`src/rtl/stf_pkg.sv`:
```
`timescale 1ns/1ps
package stf_pkg;
    typedef enum logic [1:0] {
        ST_IDLE  = 2'd0,
        ST_LEAD  = 2'd1,
        ST_SHIFT = 2'd2
    } tx_state_e;

    typedef enum logic [1:0] {
        PAD_ZERO = 2'd0,
        PAD_ONE  = 2'd1,
        PAD_COPY = 2'd2,
        PAD_RSVD = 2'd3
    } pad_mode_e;

    // packed so that the struct lines up with register bits 17:8
    typedef struct packed {
        logic [1:0] lead;
        logic       msb_first;
        logic [1:0] pad_mode;
        logic [4:0] pad_sel;
    } fmt_cfg_t;

    localparam int unsigned CFG_LSB  = 8;
    localparam int unsigned CFG_BITS = $bits(fmt_cfg_t);
    localparam int unsigned SEL_W    = 5;
endpackage

```
`src/rtl/stf_cfg_reg.sv`:
```
`timescale 1ns/1ps
module stf_cfg_reg
    import stf_pkg::*;
#(
    parameter int unsigned REG_W = 32
) (
    input  logic             clk,
    input  logic             rst_n,
    input  logic             wr_en,
    input  logic [REG_W-1:0] wr_data,
    output fmt_cfg_t         cfg,
    output logic [REG_W-1:0] rd_data
);
    localparam int unsigned FIELD_MSB = CFG_LSB + CFG_BITS - 1;

    fmt_cfg_t cfg_q;

    always_ff @(posedge clk or negedge rst_n) begin
        if (!rst_n) begin
            cfg_q <= '0;
        end else if (wr_en) begin
            cfg_q <= fmt_cfg_t'(wr_data[FIELD_MSB:CFG_LSB]);
        end
    end

    always_comb begin
        rd_data                    = '0;
        rd_data[FIELD_MSB:CFG_LSB] = cfg_q;
    end

    assign cfg = cfg_q;

    wire unused_rsvd = ^{wr_data[REG_W-1:FIELD_MSB+1], wr_data[CFG_LSB-1:0]};

    a_r1_readback: assert property (@(posedge clk) disable iff (!rst_n)
        wr_en |=> rd_data[FIELD_MSB:CFG_LSB] == $past(wr_data[FIELD_MSB:CFG_LSB]));
endmodule

```
`src/rtl/stf_word_build.sv`:
```
`timescale 1ns/1ps
module stf_word_build
    import stf_pkg::*;
#(
    parameter int unsigned DW = 32,
    parameter int unsigned SW = 5
) (
    input  logic [DW-1:0] raw,
    input  logic [DW-1:0] keep,
    input  logic [1:0]    pad_mode,
    input  logic [SW-1:0] pad_sel,
    input  logic          msb_first,
    output logic [DW-1:0] fmt
);
    logic          pad_bit;
    logic [DW-1:0] padded;
    logic [DW-1:0] reversed;

    always_comb begin
        unique case (pad_mode_e'(pad_mode))
            PAD_ONE:  pad_bit = 1'b1;
            PAD_COPY: pad_bit = raw[pad_sel];
            default:  pad_bit = 1'b0;
        endcase
    end

    assign padded = (raw & keep) | (~keep & {DW{pad_bit}});

    for (genvar i = 0; i < DW; i++) begin : g_rev
        assign reversed[i] = padded[DW-1-i];
    end

    assign fmt = msb_first ? reversed : padded;
endmodule

```
`src/rtl/stf_shifter.sv`:
```
`timescale 1ns/1ps
module stf_shifter
    import stf_pkg::*;
#(
    parameter int unsigned DW = 32,
    parameter int unsigned CW = 6
) (
    input  logic          clk,
    input  logic          rst_n,
    input  logic          fsync,
    input  logic [DW-1:0] word_in,
    input  logic [CW-1:0] len_in,
    input  logic [1:0]    lead_in,
    output logic          sdo
);
    localparam int unsigned IW = $clog2(DW);

    tx_state_e     state_q, state_d;
    logic [CW-1:0] idx_q, idx_d;
    logic [CW-1:0] len_q;
    logic [DW-1:0] word_q;

    // next-state
    always_comb begin
        state_d = state_q;
        idx_d   = idx_q;
        if (fsync) begin
            unique case (lead_in)
                2'd0: begin state_d = ST_SHIFT; idx_d = CW'(1); end
                2'd2: begin state_d = ST_LEAD;  idx_d = '0;     end
                default: begin state_d = ST_SHIFT; idx_d = '0;  end
            endcase
        end else begin
            unique case (state_q)
                ST_IDLE: state_d = ST_IDLE;
                ST_LEAD: state_d = ST_SHIFT;
                ST_SHIFT: begin
                    if (idx_q == len_q - CW'(1)) begin
                        state_d = ST_IDLE;
                        idx_d   = '0;
                    end else begin
                        idx_d = idx_q + CW'(1);
                    end
                end
                default: state_d = ST_IDLE;
            endcase
        end
    end

    // state register
    always_ff @(posedge clk or negedge rst_n) begin
        if (!rst_n) begin
            state_q <= ST_IDLE;
            idx_q   <= '0;
            len_q   <= '0;
            word_q  <= '0;
        end else begin
            state_q <= state_d;
            idx_q   <= idx_d;
            if (fsync) begin
                len_q  <= len_in;
                word_q <= word_in;
            end
        end
    end

    // outputs
    always_comb begin
        unique case (state_q)
            ST_IDLE:  sdo = fsync && (lead_in == 2'd0) ? word_in[0] : 1'b0;
            ST_LEAD:  sdo = 1'b0;
            ST_SHIFT: sdo = word_q[idx_q[IW-1:0]];
            default:  sdo = 1'b0;
        endcase
    end

    a_r2_lead_zero: assert property (@(posedge clk) disable iff (!rst_n)
        (fsync && lead_in == 2'd0) |=> (state_q == ST_SHIFT && idx_q == CW'(1)));
    a_r2_lead_two: assert property (@(posedge clk) disable iff (!rst_n)
        (fsync && lead_in == 2'd2) |=> state_q == ST_LEAD);
    a_r7_idx_range: assert property (@(posedge clk) disable iff (!rst_n)
        (state_q == ST_SHIFT) |-> idx_q < len_q);
    a_r8_lead_quiet: assert property (@(posedge clk) disable iff (!rst_n)
        (state_q == ST_LEAD) |-> !sdo);
endmodule

```
`src/rtl/serial_tx_formatter.sv`:
```
`timescale 1ns/1ps
module serial_tx_formatter
    import stf_pkg::*;
#(
    parameter int unsigned DATA_W   = 32,
    parameter int unsigned LEN_W    = 6,
    parameter int unsigned MIN_SLOT = 8,
    parameter int unsigned REG_W    = 32
) (
    input  logic              clk,
    input  logic              rst_n,
    input  logic              cfg_we,
    input  logic [REG_W-1:0]  cfg_wdata,
    output logic [REG_W-1:0]  cfg_rdata,
    input  logic [DATA_W-1:0] slot_mask,
    input  logic [LEN_W-1:0]  slot_len,
    input  logic              fsync,
    input  logic [DATA_W-1:0] buf_data,
    input  logic              buf_valid,
    output logic              buf_take,
    output logic              sdo,
    output logic              underrun
);
    fmt_cfg_t          cfg;
    logic [DATA_W-1:0] held_word;
    logic [DATA_W-1:0] src_word;
    logic [DATA_W-1:0] fmt_word;
    logic [LEN_W-1:0]  eff_len;
    logic [1:0]        eff_lead;

    stf_cfg_reg #(.REG_W(REG_W)) u_cfg (
        .clk     (clk),
        .rst_n   (rst_n),
        .wr_en   (cfg_we),
        .wr_data (cfg_wdata),
        .cfg     (cfg),
        .rd_data (cfg_rdata)
    );

    assign buf_take = fsync & buf_valid;
    assign src_word = buf_valid ? buf_data : held_word;

    always_ff @(posedge clk or negedge rst_n) begin
        if (!rst_n) begin
            held_word <= '0;
            underrun  <= 1'b0;
        end else begin
            underrun <= fsync & ~buf_valid;
            if (buf_take) held_word <= buf_data;
        end
    end

    always_comb begin
        if (slot_len < LEN_W'(MIN_SLOT))     eff_len = LEN_W'(MIN_SLOT);
        else if (slot_len > LEN_W'(DATA_W))  eff_len = LEN_W'(DATA_W);
        else                                 eff_len = slot_len;
    end

    assign eff_lead = (cfg.lead == 2'd3) ? 2'd0 : cfg.lead;

    stf_word_build #(.DW(DATA_W), .SW(SEL_W)) u_build (
        .raw       (src_word),
        .keep      (slot_mask),
        .pad_mode  (cfg.pad_mode),
        .pad_sel   (cfg.pad_sel),
        .msb_first (cfg.msb_first),
        .fmt       (fmt_word)
    );

    stf_shifter #(.DW(DATA_W), .CW(LEN_W)) u_shift (
        .clk     (clk),
        .rst_n   (rst_n),
        .fsync   (fsync),
        .word_in (fmt_word),
        .len_in  (eff_len),
        .lead_in (eff_lead),
        .sdo     (sdo)
    );

    a_r9_hold: assert property (@(posedge clk) disable iff (!rst_n)
        buf_take |=> held_word == $past(buf_data));
    a_r9_underrun_cause: assert property (@(posedge clk) disable iff (!rst_n)
        underrun |-> $past(fsync && !buf_valid));
endmodule

```
`config.mk`:
```
export PLATFORM = sky130hd
export DESIGN_NAME = serial_tx_formatter
export DESIGN_NICKNAME = d
export VERILOG_FILES = /design/src/rtl/stf_pkg.sv /design/src/rtl/stf_cfg_reg.sv /design/src/rtl/stf_word_build.sv /design/src/rtl/stf_shifter.sv /design/src/rtl/serial_tx_formatter.sv
export SDC_FILE = /design/constraint.sdc
export NUM_CORES = 1
export LEC_CHECK = 0
export ABC_CLOCK_PERIOD_IN_PS = 3300
export BUFFER_PORTS_ARGS = -buffer_cell sky130_fd_sc_hd__buf_4
export CORE_MARGIN = 2
export CORE_UTILIZATION = 54
export CTS_CLUSTER_SIZE = 20
export DETAILED_ROUTE_END_ITERATION = 10
export PLACE_DENSITY_LB_ADDON = 0.05
export SYNTH_ARGS = -nofsm -noshare
export SYNTH_HDL_FRONTEND = slang
export SYNTH_SLANG_ARGS = --single-unit
```
`constraint.sdc`:
```
create_clock -name clk -period 3.3 [get_ports clk]
set_input_delay 0.165 -clock clk [delete_from_list [all_inputs] [get_ports clk]]
set_output_delay 0.165 -clock clk [all_outputs]
set_load 0.005 [all_outputs]
```
[Yosys cells after proc, flatten, opt, wreduce, memory -nomap -nowiden]
Cells that the tools add are included.
Widths: inputs -> output; s select.
Word-level totals
  register bits: 89
  latch bits: 0
  bits in writable memories: 0
  memory bits (read-only): 0
  bits of input ports: 107
  output and inout port bits: 35
  logic and storage cells: 55
  memories kept: 0
Cells by class
  add/sub/neg operators: 2
  multiply operators: 0
  divide/modulo/power cells: 0
  $lt $le $gt $ge: 4
  equality and inequality tests: 8
  shift-type cells: 0
  multiplexer cells: 20
  bitwise operators: 7
  reductions and logical operators: 4
Operator list (number)
  $and 32x32->32: 2
  $mux 32: 2
  $not 32->32: 1
  $or 32x32->32: 1
  $mux 6: 5
  $lt 5x6->1 const B: 2
  $bmux 1 s5: 2
  $eq 2x2->1 const B: 4
  $mux 2: 4
  $add 6x1->6 const B: 1
  $eq 6x6->1: 1
  $gt 6x6->1 const B: 1
  $lt 6x4->1 const B: 1
  $sub 6x1->6 const B: 1
  $eq 2x1->1 const B: 2
  $logic_not 2->1: 2
  $mux 1: 4
  $pmux 1 s2: 2
  $pmux 2 s2: 1
  $ne 3x2->1 const B: 1
  $and 1x1->1: 2
  $reduce_bool 2->1: 1
  $logic_and 1x1->1: 1
  $not 1->1: 1

[Logic depth before layout (Yosys ltp)]
  depth after elaboration: 9
  depth in mapped cells: 12
  mapped depth without buffers: 9

[Hierarchy]
From an unflattened synthesis, not the netlist that was laid out.
Second synthesis, totals
  cell total of the unflattened synthesis: 566
  area, all modules: 6618.8 µm²
By module, submodules not included
  stf_shifter: instances 1, cells each 186, area each 2344.7 µm², sequential area each 1151.1 µm²
  stf_word_build: instances 1, cells each 209, area each 1820.5 µm², sequential area each 0.0 µm²
  serial_tx_formatter: instances 1, cells each 117, area each 1798.0 µm², sequential area each 825.8 µm²
  stf_cfg_reg: instances 1, cells each 54, area each 655.6 µm², sequential area each 250.2 µm²

[Worst setup path after synthesis]
Ideal clock, no wire load.
  path kind: register -> register
  start: reg u_cfg.cfg_q, in the netlist u_cfg.cfg[1]
  end: reg u_shift.word_q[1]
  setup time: 0.145 ns
  arrival time: 2.327 ns
  slack: 0.829 ns
  stages on the path, launching flop included: 11
  clock period less this slack: 2.471 ns
  path through: dfrtp_1 > buf_2 > mux4_2 > mux2i_1 > nor3_1 > or4_1 > o311a_1 > buf_6 > buf_6 > o311ai_1 > o221ai_1
Between the ends
  word-level cells in the longest chain between the ends: 6
RTL lines
  start: declaration: RTL line stf_cfg_reg.sv:16  | fmt_cfg_t cfg_q;
  start signal: assignment: RTL line stf_cfg_reg.sv:22  | cfg_q <= fmt_cfg_t'(wr_data[FIELD_MSB:CFG_LSB]);
  $bmux 1 s5: RTL line stf_word_build.sv:22  | PAD_COPY: pad_bit = raw[pad_sel];
  $mux 1 (not written as such): RTL line stf_word_build.sv:22
  $pmux 1 s2: RTL line stf_word_build.sv:20  | unique case (pad_mode_e'(pad_mode))
  $and 32x32->32: RTL line stf_word_build.sv:27  | assign padded = (raw & keep) | (~keep & {DW{pad_bit}});
  $or 32x32->32: RTL line stf_word_build.sv:27
  $mux 32: RTL line stf_word_build.sv:33  | assign fmt = msb_first ? reversed : padded;
  end signal: assignment: RTL line stf_shifter.sv:62  | word_q <= word_in;
  end: declaration: RTL line stf_shifter.sv:21  | logic [DW-1:0] word_q;
Every way passes these cells. The select of a mux whose other input is x is not followed.
A chain may end at the register's enable or synchronous reset.

[Final worst setup path]
  start: reg held_word[11]
  end: out sdo
Between the ends
  word-level cells in the longest chain between the ends: 9
RTL lines
  start: declaration: RTL line serial_tx_formatter.sv:25  | logic [DATA_W-1:0] held_word;
  start signal: assignment: RTL line serial_tx_formatter.sv:49  | if (buf_take) held_word <= buf_data;
  $mux 32: RTL line serial_tx_formatter.sv:41  | assign src_word = buf_valid ? buf_data : held_word;
  $bmux 1 s5: RTL line stf_word_build.sv:22
  $mux 1 (not written as such): RTL line stf_word_build.sv:22
  $pmux 1 s2: RTL line stf_word_build.sv:20
  $and 32x32->32: RTL line stf_word_build.sv:27
  $or 32x32->32: RTL line stf_word_build.sv:27
  $mux 32: RTL line stf_word_build.sv:33
  $mux 1: RTL line stf_shifter.sv:70  | ST_IDLE: sdo = fsync && (lead_in == 2'd0) ? word_in[0] : 1'b0;
  $pmux 1 s2: RTL line stf_shifter.sv:69  | unique case (state_q)
  end: declaration: RTL line serial_tx_formatter.sv:21  | output logic sdo,
Every way passes these cells. The select of a mux whose other input is x is not followed.

==> results.yml <==
floorplanning:
  die_y_microns: 107
  core_region_area_sq_um: 10300
  num_rows: 37
  start_util: 0.554
  die_w_microns: 107
  dieArea_sq_um: 11400
  io_pins: 142
routing:
  routedWlPerCell_microns: 19.2
  initialDrtViolationCount: 261
  drt-vias-per-instance: 5.99
  drcViolationCount: 0
  first_pass_iters: 4
  wirelength_microns: 14200
  vias: 4415
  antenna_left: 0
layout:
  n_antenna_cell: 0
  nets: 708
  syn2layout_area_growth_pct: 17.0
  final_layout_size_suffix_gt1_frac: 0.339
  fin_util: 0.649
clocking:
  cts_tree: "yes"
  cts.sinks: 89
  worstSkewPairLatency_ps: 360
  cts.path.max_buffers: 2
  htreeDepth: 3
  path_clk_slew_ps: 90
  cts-root-buf: "clkbuf_8"
  postCtsSetupRepairBufs: 0
  cts_made_buffers: 9
sta:
  final-hold-violation-count: 0
  fmax_mhz: 323
  setup_viol_count_final: 0
  fin_ws_ps: 208
  max-slew-margin-rel: 0.241
  rsz0062_at_grt: "false"
  tns_ps: 0
  fin_crit_ps: 3090
  fin_worst_skew_ps: 14.2
  worst_slew_pin_slew_ps: 1140
  fin_crit_sh: 0.937
  final_max_slew_viol_count: 0
power_and_ir_drop:
  total_leakage_power_uw: 0.00305
  power_density_nw_per_um2: 459
  ir_drop_v: 0.000255
  finalPower_uw: 3080
placement:
  port_buffers: 97
  gp_congestion: 0.938
  dp_hpwl_microns: 10800
  pre_cts_ws_ps: 364
synth:
  yosys-top-cells-count: "dfrtp_1 (89), mux2i_1 (66), inv_1 (39), mux2_2 (39), o221ai_1 (30)"
  synth_most_common_cell: "dfrtp_1"
  synth_top_area_cell: "dfrtp_1"
  synth.area.top_cells: "dfrtp_1 (39%), mux2i_1 (12%), mux2_2 (7.7%), mux4_2 (7.1%), o221ai_1 (4.6%)"
  ys_async_sr_fraction: 1.00
  synth_top_area_frac: 0.389
  yosys.cell_types.count: 52
  synth-main-ff-cell: "dfrtp_1"
  synth.cell_area_sq_um: 5720
  synth_edf_count: 0
  synth-seq-cells: 89
  avgSynthCellArea_sq_um: 11.2
  ys_seq_area_frac: 0.389
  yosys_warnings: 0
  synth_cells: 511
setup_path:
  cp-startpoint: "held_word[11]$_DFFE_PN0P_"
  end_kind: "primary output"
  cp-start-kind: "flip-flop"
  required_ps: 3130
  crit_arrival_ps: 2930
  cp_max_fo: 6
  worstSetupPathType: "reg -> out"
  r2r-start: "held_word[11]$_DFFE_PN0P_"
global_routing:
  antenna_found_initial: 0
  grt_pass1_vias: 4357
  grt-ovfl-total: 0
  grt_max_degree: 90
  grt_usage: 0.261
  grt_first_pass_wirelength_microns: 23000
worst_hold_path:
  hold_path_class: "in -> async"
status:
  status: "complete, no violations"
job:
  maxCapViolCount: 0
## worst paths after layout
check                                            endpoint  slack, ps  depth (start not counted)
setup / recovery                                      sdo        210                          8
hold / removal             u_shift.word_q[20]$_DFFE_PN0P_         10                          1
setup reg to reg           u_shift.word_q[21]$_DFFE_PN0P_        530                          8
hold reg to reg             u_shift.word_q[0]$_DFFE_PN0P_        500                          2
max in group asynchronous        u_cfg.cfg[1]$_DFFE_PN0P_       2480                          1
min in group clk                 u_cfg.cfg[5]$_DFFE_PN0P_         20                          3
## cell usage in the layout, fill, tap and decap left out, types with 4 or more instances in the layout
cell type and count:
ha_1 5, nor2_1 10, clkbuf_8 9, o21ai_0 12, mux2_2 39, dfrtp_1 88
conb_1 22, o311ai_1 16, a22o_1 4, buf_4 112, o31ai_2 13, mux4_2 18
xnor2_1 5, o221ai_1 30, inv_1 39, nand2b_1 4, and2_1 4, mux2i_1 66
nand2_1 25, o31ai_1 7, o311ai_0 10
## per-layer routing
metal  up-vias  global-route usage  share of wire
met5         -                   0              0
met4         0              0.0816          0.019
met3        20              0.0401          0.051
met2       136               0.418           0.48
met1      2182               0.367           0.45
li1       2077                   -              -
## power breakdown
part	switching, uW	internal, uW	total [uW]
Sequential	135	1250	1390
Clock	407	354	761
Combinational	456	474	930
Total	998	2080	3080
## logic make-up (layout without fill, tap and decap cells)
kind of cell | after synthesis | after routing | synth area share
buf+inv | 103 | 172 | 0.0918
fa+ha+maj | 5 | 5 | 0.0109
simple gates | 62 | 62 | 0.0527
other cells | 1 | 22 | 0.000655
xor+xnor | 7 | 7 | 0.0107
flops | 89 | 89 | 0.389
mux | 123 | 123 | 0.263
compound gates | 121 | 121 | 0.181
## cell type report
cell class | count | area [sq um]
multi-input combinational | 340 | 3070
sequential | 89 | 2230
clock buffer | 10 | 128
clock inverter | 6 | 65.1
timing repair buffer | 116 | 891
fill | 802 | 3630
inverter | 40 | 150
tap | 136 | 170
## flip-flops by register name, indices dropped and copies added (netlist names)
register,cells
u_shift.idx_q,6
underrun,1
u_shift.len_q,6
u_shift.state_q,2
u_shift.word_q,32
u_cfg.cfg,10
held_word,32
## per-stage QoR
stage	area, sq um	instances	hold WS [ps]
after floorplan	5800	532	-131
after global placement	6460	718	373
after detailed placement	6460	718	377
after CTS	6680	737	6.69
after global routing	6700	737	16.8
final	6700	737	11.4
## repair_timing
item | in CTS | in global routing
resized for setup | 0 | 4
setup endpoints to repair | 0 | 1
endpoints found under the hold margin | 3 | 0
hold buffers | 3 | 0
## critical path, cell delays in order, from the launching register on
cell and delay, ps:
dfrtp_1 400, mux4_2 460, mux2i_1 240, nor3_1 60, or4_1 510, o311a_2 210, a311oi_2 360, o32ai_1 150
buf_4 160
(Power assumes the default switching activity.)
